[config.mk]
export PLATFORM = sky130hd
export DESIGN_NAME = hoc_ctrl
export DESIGN_NICKNAME = d
export VERILOG_FILES = /design/src/rtl/hoc_pkg.sv /design/src/rtl/hoc_history.sv /design/src/rtl/hoc_mode_fsm.sv /design/src/rtl/hoc_ctrl.sv
export SDC_FILE = /design/constraint.sdc
export NUM_CORES = 1
export LEC_CHECK = 0
export ABC_AREA = 1
export ABC_CLOCK_PERIOD_IN_PS = 3250
export BUFFER_PORTS_ARGS = -buffer_cell sky130_fd_sc_hd__buf_4
export CORE_MARGIN = 2
export CORE_UTILIZATION = 52
export CTS_CLUSTER_DIAMETER = 50
export CTS_CLUSTER_SIZE = 10
export DETAILED_ROUTE_END_ITERATION = 8
export HOLD_SLACK_MARGIN = 0.05
export PLACE_DENSITY = 0.86
export SYNTH_ARGS = -nofsm -noshare
export SYNTH_HDL_FRONTEND = slang
export SYNTH_SLANG_ARGS = --single-unit
[constraint.sdc]
create_clock -name clk -period 3.25 [get_ports clk]
set_input_delay 0.8125 -clock clk [delete_from_list [all_inputs] [get_ports clk]]
set_output_delay 0.8125 -clock clk [all_outputs]
set_load 0.005 [all_outputs]
[src/rtl/hoc_pkg.sv]
package hoc_pkg;
  typedef enum logic [1:0] {
    MODE_FREE = 2'd0,
    MODE_SYNC = 2'd1,
    MODE_HOLD = 2'd2
  } hoc_mode_e;
endpackage

[src/rtl/hoc_history.sv]
module hoc_history #(
  parameter int W           = 16,
  parameter int SHIFT       = 3,
  parameter int MIN_SAMPLES = 8
) (
  input  logic                clk,
  input  logic                rst,
  input  logic                upd_en,
  input  logic signed [W-1:0] sample,
  output logic signed [W-1:0] avg_o,
  output logic                valid_o
);
  localparam int CW = $clog2(MIN_SAMPLES + 1);
  localparam logic [CW-1:0] CNT_MAX = CW'(MIN_SAMPLES);

  logic signed [W-1:0] avg_q;
  logic signed [W-1:0] avg_step;
  logic [CW-1:0]       cnt_q;

  generate
    if (SHIFT == 0) begin : g_track
      assign avg_step = sample;
    end else begin : g_ema
      logic signed [W:0] diff;
      logic signed [W:0] step;
      logic signed [W:0] sum;
      always_comb begin
        diff = {sample[W-1], sample} - {avg_q[W-1], avg_q};
        step = diff >>> SHIFT;
        sum  = {avg_q[W-1], avg_q} + step;
      end
      assign avg_step = sum[W-1:0];
    end
  endgenerate

  always_ff @(posedge clk) begin
    if (rst) begin
      avg_q <= '0;
      cnt_q <= '0;
    end else if (upd_en) begin
      avg_q <= (cnt_q == '0) ? sample : avg_step;
      if (cnt_q != CNT_MAX) cnt_q <= cnt_q + 1'b1;
    end
  end

  assign avg_o   = avg_q;
  assign valid_o = (cnt_q == CNT_MAX);
endmodule

[src/rtl/hoc_mode_fsm.sv]
module hoc_mode_fsm
  import hoc_pkg::*;
(
  input  logic      clk,
  input  logic      rst,
  input  logic      ref_ok,
  input  logic      locked,
  input  logic      hist_ok,
  input  logic      force_en,
  input  logic [1:0] force_sel,
  output hoc_mode_e mode_q
);
  hoc_mode_e mode_d;
  logic      track_ok;

  assign track_ok = ref_ok & locked;

  always_comb begin
    mode_d = mode_q;
    if (force_en) begin
      case (force_sel)
        2'd1:    mode_d = MODE_SYNC;
        2'd2:    mode_d = hist_ok ? MODE_HOLD : MODE_FREE;
        default: mode_d = MODE_FREE;
      endcase
    end else begin
      case (mode_q)
        MODE_SYNC: if (!track_ok) mode_d = hist_ok ? MODE_HOLD : MODE_FREE;
        default:   if (track_ok)  mode_d = MODE_SYNC;
      endcase
    end
  end

  always_ff @(posedge clk) begin
    if (rst) mode_q <= MODE_FREE;
    else     mode_q <= mode_d;
  end
endmodule

[src/rtl/hoc_ctrl.sv]
module hoc_ctrl
  import hoc_pkg::*;
#(
  parameter int W           = 16,
  parameter int SHIFT       = 3,
  parameter int MIN_SAMPLES = 8
) (
  input  logic         clk,
  input  logic         rst,
  input  logic         ref_valid,
  input  logic         loop_locked,
  input  logic [W-1:0] freq_in,
  input  logic         freq_stb,
  input  logic [W-1:0] cal_word,
  input  logic         force_en,
  input  logic [1:0]   force_mode,
  output logic [1:0]   mode_o,
  output logic [W-1:0] ctrl_word,
  output logic         hist_valid
);
  hoc_mode_e           mode_q;
  logic signed [W-1:0] hist_avg;
  logic                hist_ok;
  logic [W-1:0]        ctrl_q;

  hoc_mode_fsm u_fsm (
    .clk       (clk),
    .rst       (rst),
    .ref_ok    (ref_valid),
    .locked    (loop_locked),
    .hist_ok   (hist_ok),
    .force_en  (force_en),
    .force_sel (force_mode),
    .mode_q    (mode_q)
  );

  hoc_history #(
    .W           (W),
    .SHIFT       (SHIFT),
    .MIN_SAMPLES (MIN_SAMPLES)
  ) u_hist (
    .clk     (clk),
    .rst     (rst),
    .upd_en  (freq_stb && (mode_q == MODE_SYNC)),
    .sample  ($signed(freq_in)),
    .avg_o   (hist_avg),
    .valid_o (hist_ok)
  );

  always_ff @(posedge clk) begin
    if (rst) begin
      ctrl_q <= '0;
    end else begin
      case (mode_q)
        MODE_SYNC: ctrl_q <= freq_in;
        MODE_HOLD: ctrl_q <= hist_avg;
        default:   ctrl_q <= cal_word;
      endcase
    end
  end

  assign mode_o     = mode_q;
  assign ctrl_word  = ctrl_q;
  assign hist_valid = hist_ok;
endmodule

==> impl_metrics.env <==
export IMPL_status="finished, violations left"
export IMPL_violations="setup timing"
export IMPL_ys_warn_count=0
export IMPL_holdPathStages=2
export IMPL_report_final_slew_viol_count=0
export IMPL_yosysUniqueCellTypes=39
export IMPL_end_kind="flip-flop"
export IMPL_ant_nets=0
export IMPL_finalCriticalPeriod_ps=3360
export IMPL_met1_usage=0.338
export IMPL_fp_coreArea_mm2=0.00631
export IMPL_clock_latency_ps=290
export IMPL_grtUsageMet2=0.582
export IMPL_place_ws_ps=-511
export IMPL_crit_required_ps=3430
export IMPL_wirelength_um=12700
export IMPL_relSlewSlack=0.557
export IMPL_die_h_um=84.7
export IMPL_grtUsageTotal=0.321
export IMPL_skew_ps=7.53
export IMPL_min_from="u_hist.cnt_q[0]"
export IMPL_via_per_inst=5.93
export IMPL_synth_top_area_cell="dfxtp_1"
export IMPL_synth_cells=505
export IMPL_grt_pass1_wl_um=18700
export IMPL_syn_area_mm2=0.00338
export IMPL_hold_violations=0
export IMPL_p_leak_nw=2.44
export IMPL_drive_above_1_share=0.372
export IMPL_fin_util=0.791
export IMPL_ios=59
export IMPL_fmax_mhz=297
export IMPL_place_congestion=0.929
export IMPL_fin_hold_ws_ps=513
export IMPL_design_area_mm2=0.00500
export IMPL_synth_yosys_seq_area_share=0.225
export IMPL_hold_class="reg2reg"
export IMPL_min_period_over_period=1.03
export IMPL_overflow=0
export IMPL_layout_commonest_cell="buf_4"
export IMPL_dr_pass1_iters=7
export IMPL_busiest_layer="met2"
export IMPL_place_hpwl_um=8390
export IMPL_area_delta_synth_final_pct=47.7
export IMPL_synth_top_cell_area_share=0.225
export IMPL_numCtsBuffers=5
export IMPL_path_clk_slew_ps=80
export IMPL_cts_hold_buf=0
export IMPL_start_util=0.536
export IMPL_first_global_vias=4268
export IMPL_crit_type="in2reg"
export IMPL_synth_area_per_cell_um2=6.70
export IMPL_cap_violations=0
export IMPL_rsz0062_at_grt="yes"
export IMPL_holdPathEnd="u_hist.cnt_q[0]"
export IMPL_rr_endpoint="u_hist.avg_o[15]"
export IMPL_drc=0
export IMPL_layout_nets=717
export IMPL_diodes=0
export IMPL_cts_tree="done"
export IMPL_drt_iter0_markers=257
export IMPL_path_max_fanout=5
export IMPL_grt_max_degree=28
export IMPL_wl_per_cell_um=17.8
export IMPL_globalRouteMet3Util=0.0737
export IMPL_arrival_ps=3540
export IMPL_placed_area_mm2=0.00438
export IMPL_setup_tns_ps=-242
export IMPL_final_cell_mix="135 x buf_4, 96 x nand2_1, 68 x inv_1"
export IMPL_clk_path_buf_depth=2
export IMPL_synthFlopType="dfxtp_1"
export IMPL_fp_dieW_um=84.7
export IMPL_rr_worst_depth=24
export IMPL_worst_pin_slew_ps=664
export IMPL_synth_edf_count=0
export IMPL_synthesis_nets=586
export IMPL_clkSinkCount=38
export IMPL_async_reset_ff_frac=0
export IMPL_r2r_slack_ps=-20
export IMPL_power_density_mw_per_mm2=389
export IMPL_htree_levels=2
export IMPL_ir_drop_uv=362
export IMPL_synth_area_leaders="dfxtp_1 22%, ha_1 15%, nand2_1 13%, a21oi_1 11%, inv_1 8.2%"
export IMPL_r2r_start="u_hist.avg_o[3]"
export IMPL_cts_root_buf="clkbuf_8"
export IMPL_setup_slack_ps=-114
export IMPL_via_count=4233
export IMPL_dieArea_mm2=0.00717
export IMPL_antenna_found_initial=0
export IMPL_setup_viol=3
export IMPL_worstSetupStartpointType="input pin"
export IMPL_num_rows=29
export IMPL_io_buffers=58
export IMPL_ys_ff_latch=38
[how the worst max path moves through the flow]
| stage | slack (ps) | endpoint | start |
|---|---|---|---|
| finish | -110 | u_hist.avg_o[15] | freq_in[5] |
| global route | -310 | u_hist.avg_o[15] | freq_in[3] |
| CTS | 1 | u_hist.avg_o[15] | freq_in[10] |
| detailed placement | -510 | u_hist.avg_o[15] | freq_in[6] |
| global placement | -380 | u_hist.avg_o[11] | freq_in[1] |
| floorplan | 10 | u_hist.avg_o[11] | freq_in[1] |
[repair_timing]
item / CTS / global route
resized for setup: 27 / 58
pin swaps: 30 / 49
endpoints found under the setup margin: 4 / 10
buffers inserted: 7 / 3
[area by class of cell]
type	instances	area (µm²)
Multi-Input combinational cell	377	2650
Fill cell	384	1320
Timing Repair Buffer	139	1070
Sequential cell	38	761
Inverter	75	282
Tap cell	77	96.3
Clock buffer	5	68.8
Clock inverter	3	68.8
[where the power goes]
group | internal (mW) | switching (mW) | total (mW)
Combinational | 0.441 | 0.503 | 0.944
Clock | 0.308 | 0.180 | 0.487
Sequential | 0.495 | 0.0197 | 0.514
Total | 1.24 | 0.703 | 1.95
[metal layers]
metal,up-vias,share of wire
met2,273,0.51
met4,0,0.072
met5,-,0
li1,1934,-
met1,1936,0.34
met3,90,0.077
[worst max-delay path, cell delays in order]
cell     delay [ps]
buf_4           120
ha_4            260
a21o_1          170
a21oi_1         170
nand2_2         130
a21oi_2         190
o31ai_2          90
xor2_1          160
ha_1            360
nand2_1         110
nor2_2          130
and3_1          160
nand2_1          80
nand2_1          90
nand2_1          60
nand2_1          90
inv_1            50
nand3_2          80
nand3_2          70
nand2_2         100
a21oi_2          50
[registers in the layout (all words and copies together), names as in the netlist]
| name | count |
|---|---|
| u_hist.cnt_q | 4 |
| u_hist.avg_o | 16 |
| u_fsm.mode_q | 2 |
| ctrl_word | 16 |
[Yosys cell counts, drive strengths merged, types with 2 or more instances]
cell type and number:
o21bai 4, a21o 5, nand3 27, or2 2, a21oi 77, dfxtp 38, nor3 6, xor2 16
nor2 14, ha 40, nand4 3, buf 3, nand2 121, inv 75, o31ai 3, a31oi 5
clkbuf 11, o211ai 7, o21ai 35, xnor2 5
[logic make-up (layout without fill, tap and decap cells)]
kind of cell / after synthesis / in the layout / synth area share
flops: 38 / 38 / 0.225
simple gates: 178 / 178 / 0.228
compound gates: 137 / 137 / 0.227
xor+xnor: 21 / 21 / 0.0544
fa+ha+maj: 41 / 41 / 0.154
buf+inv: 90 / 222 / 0.111
[per-stage QoR]
step                total power, mW  instances
floorplan                     0.944        505
global placement               1.24        696
detailed placement             1.27        696
CTS                            1.81        711
global route                   2.03        714
finish                         1.95        714
Note: power is estimated with default switching activity, not from simulation.
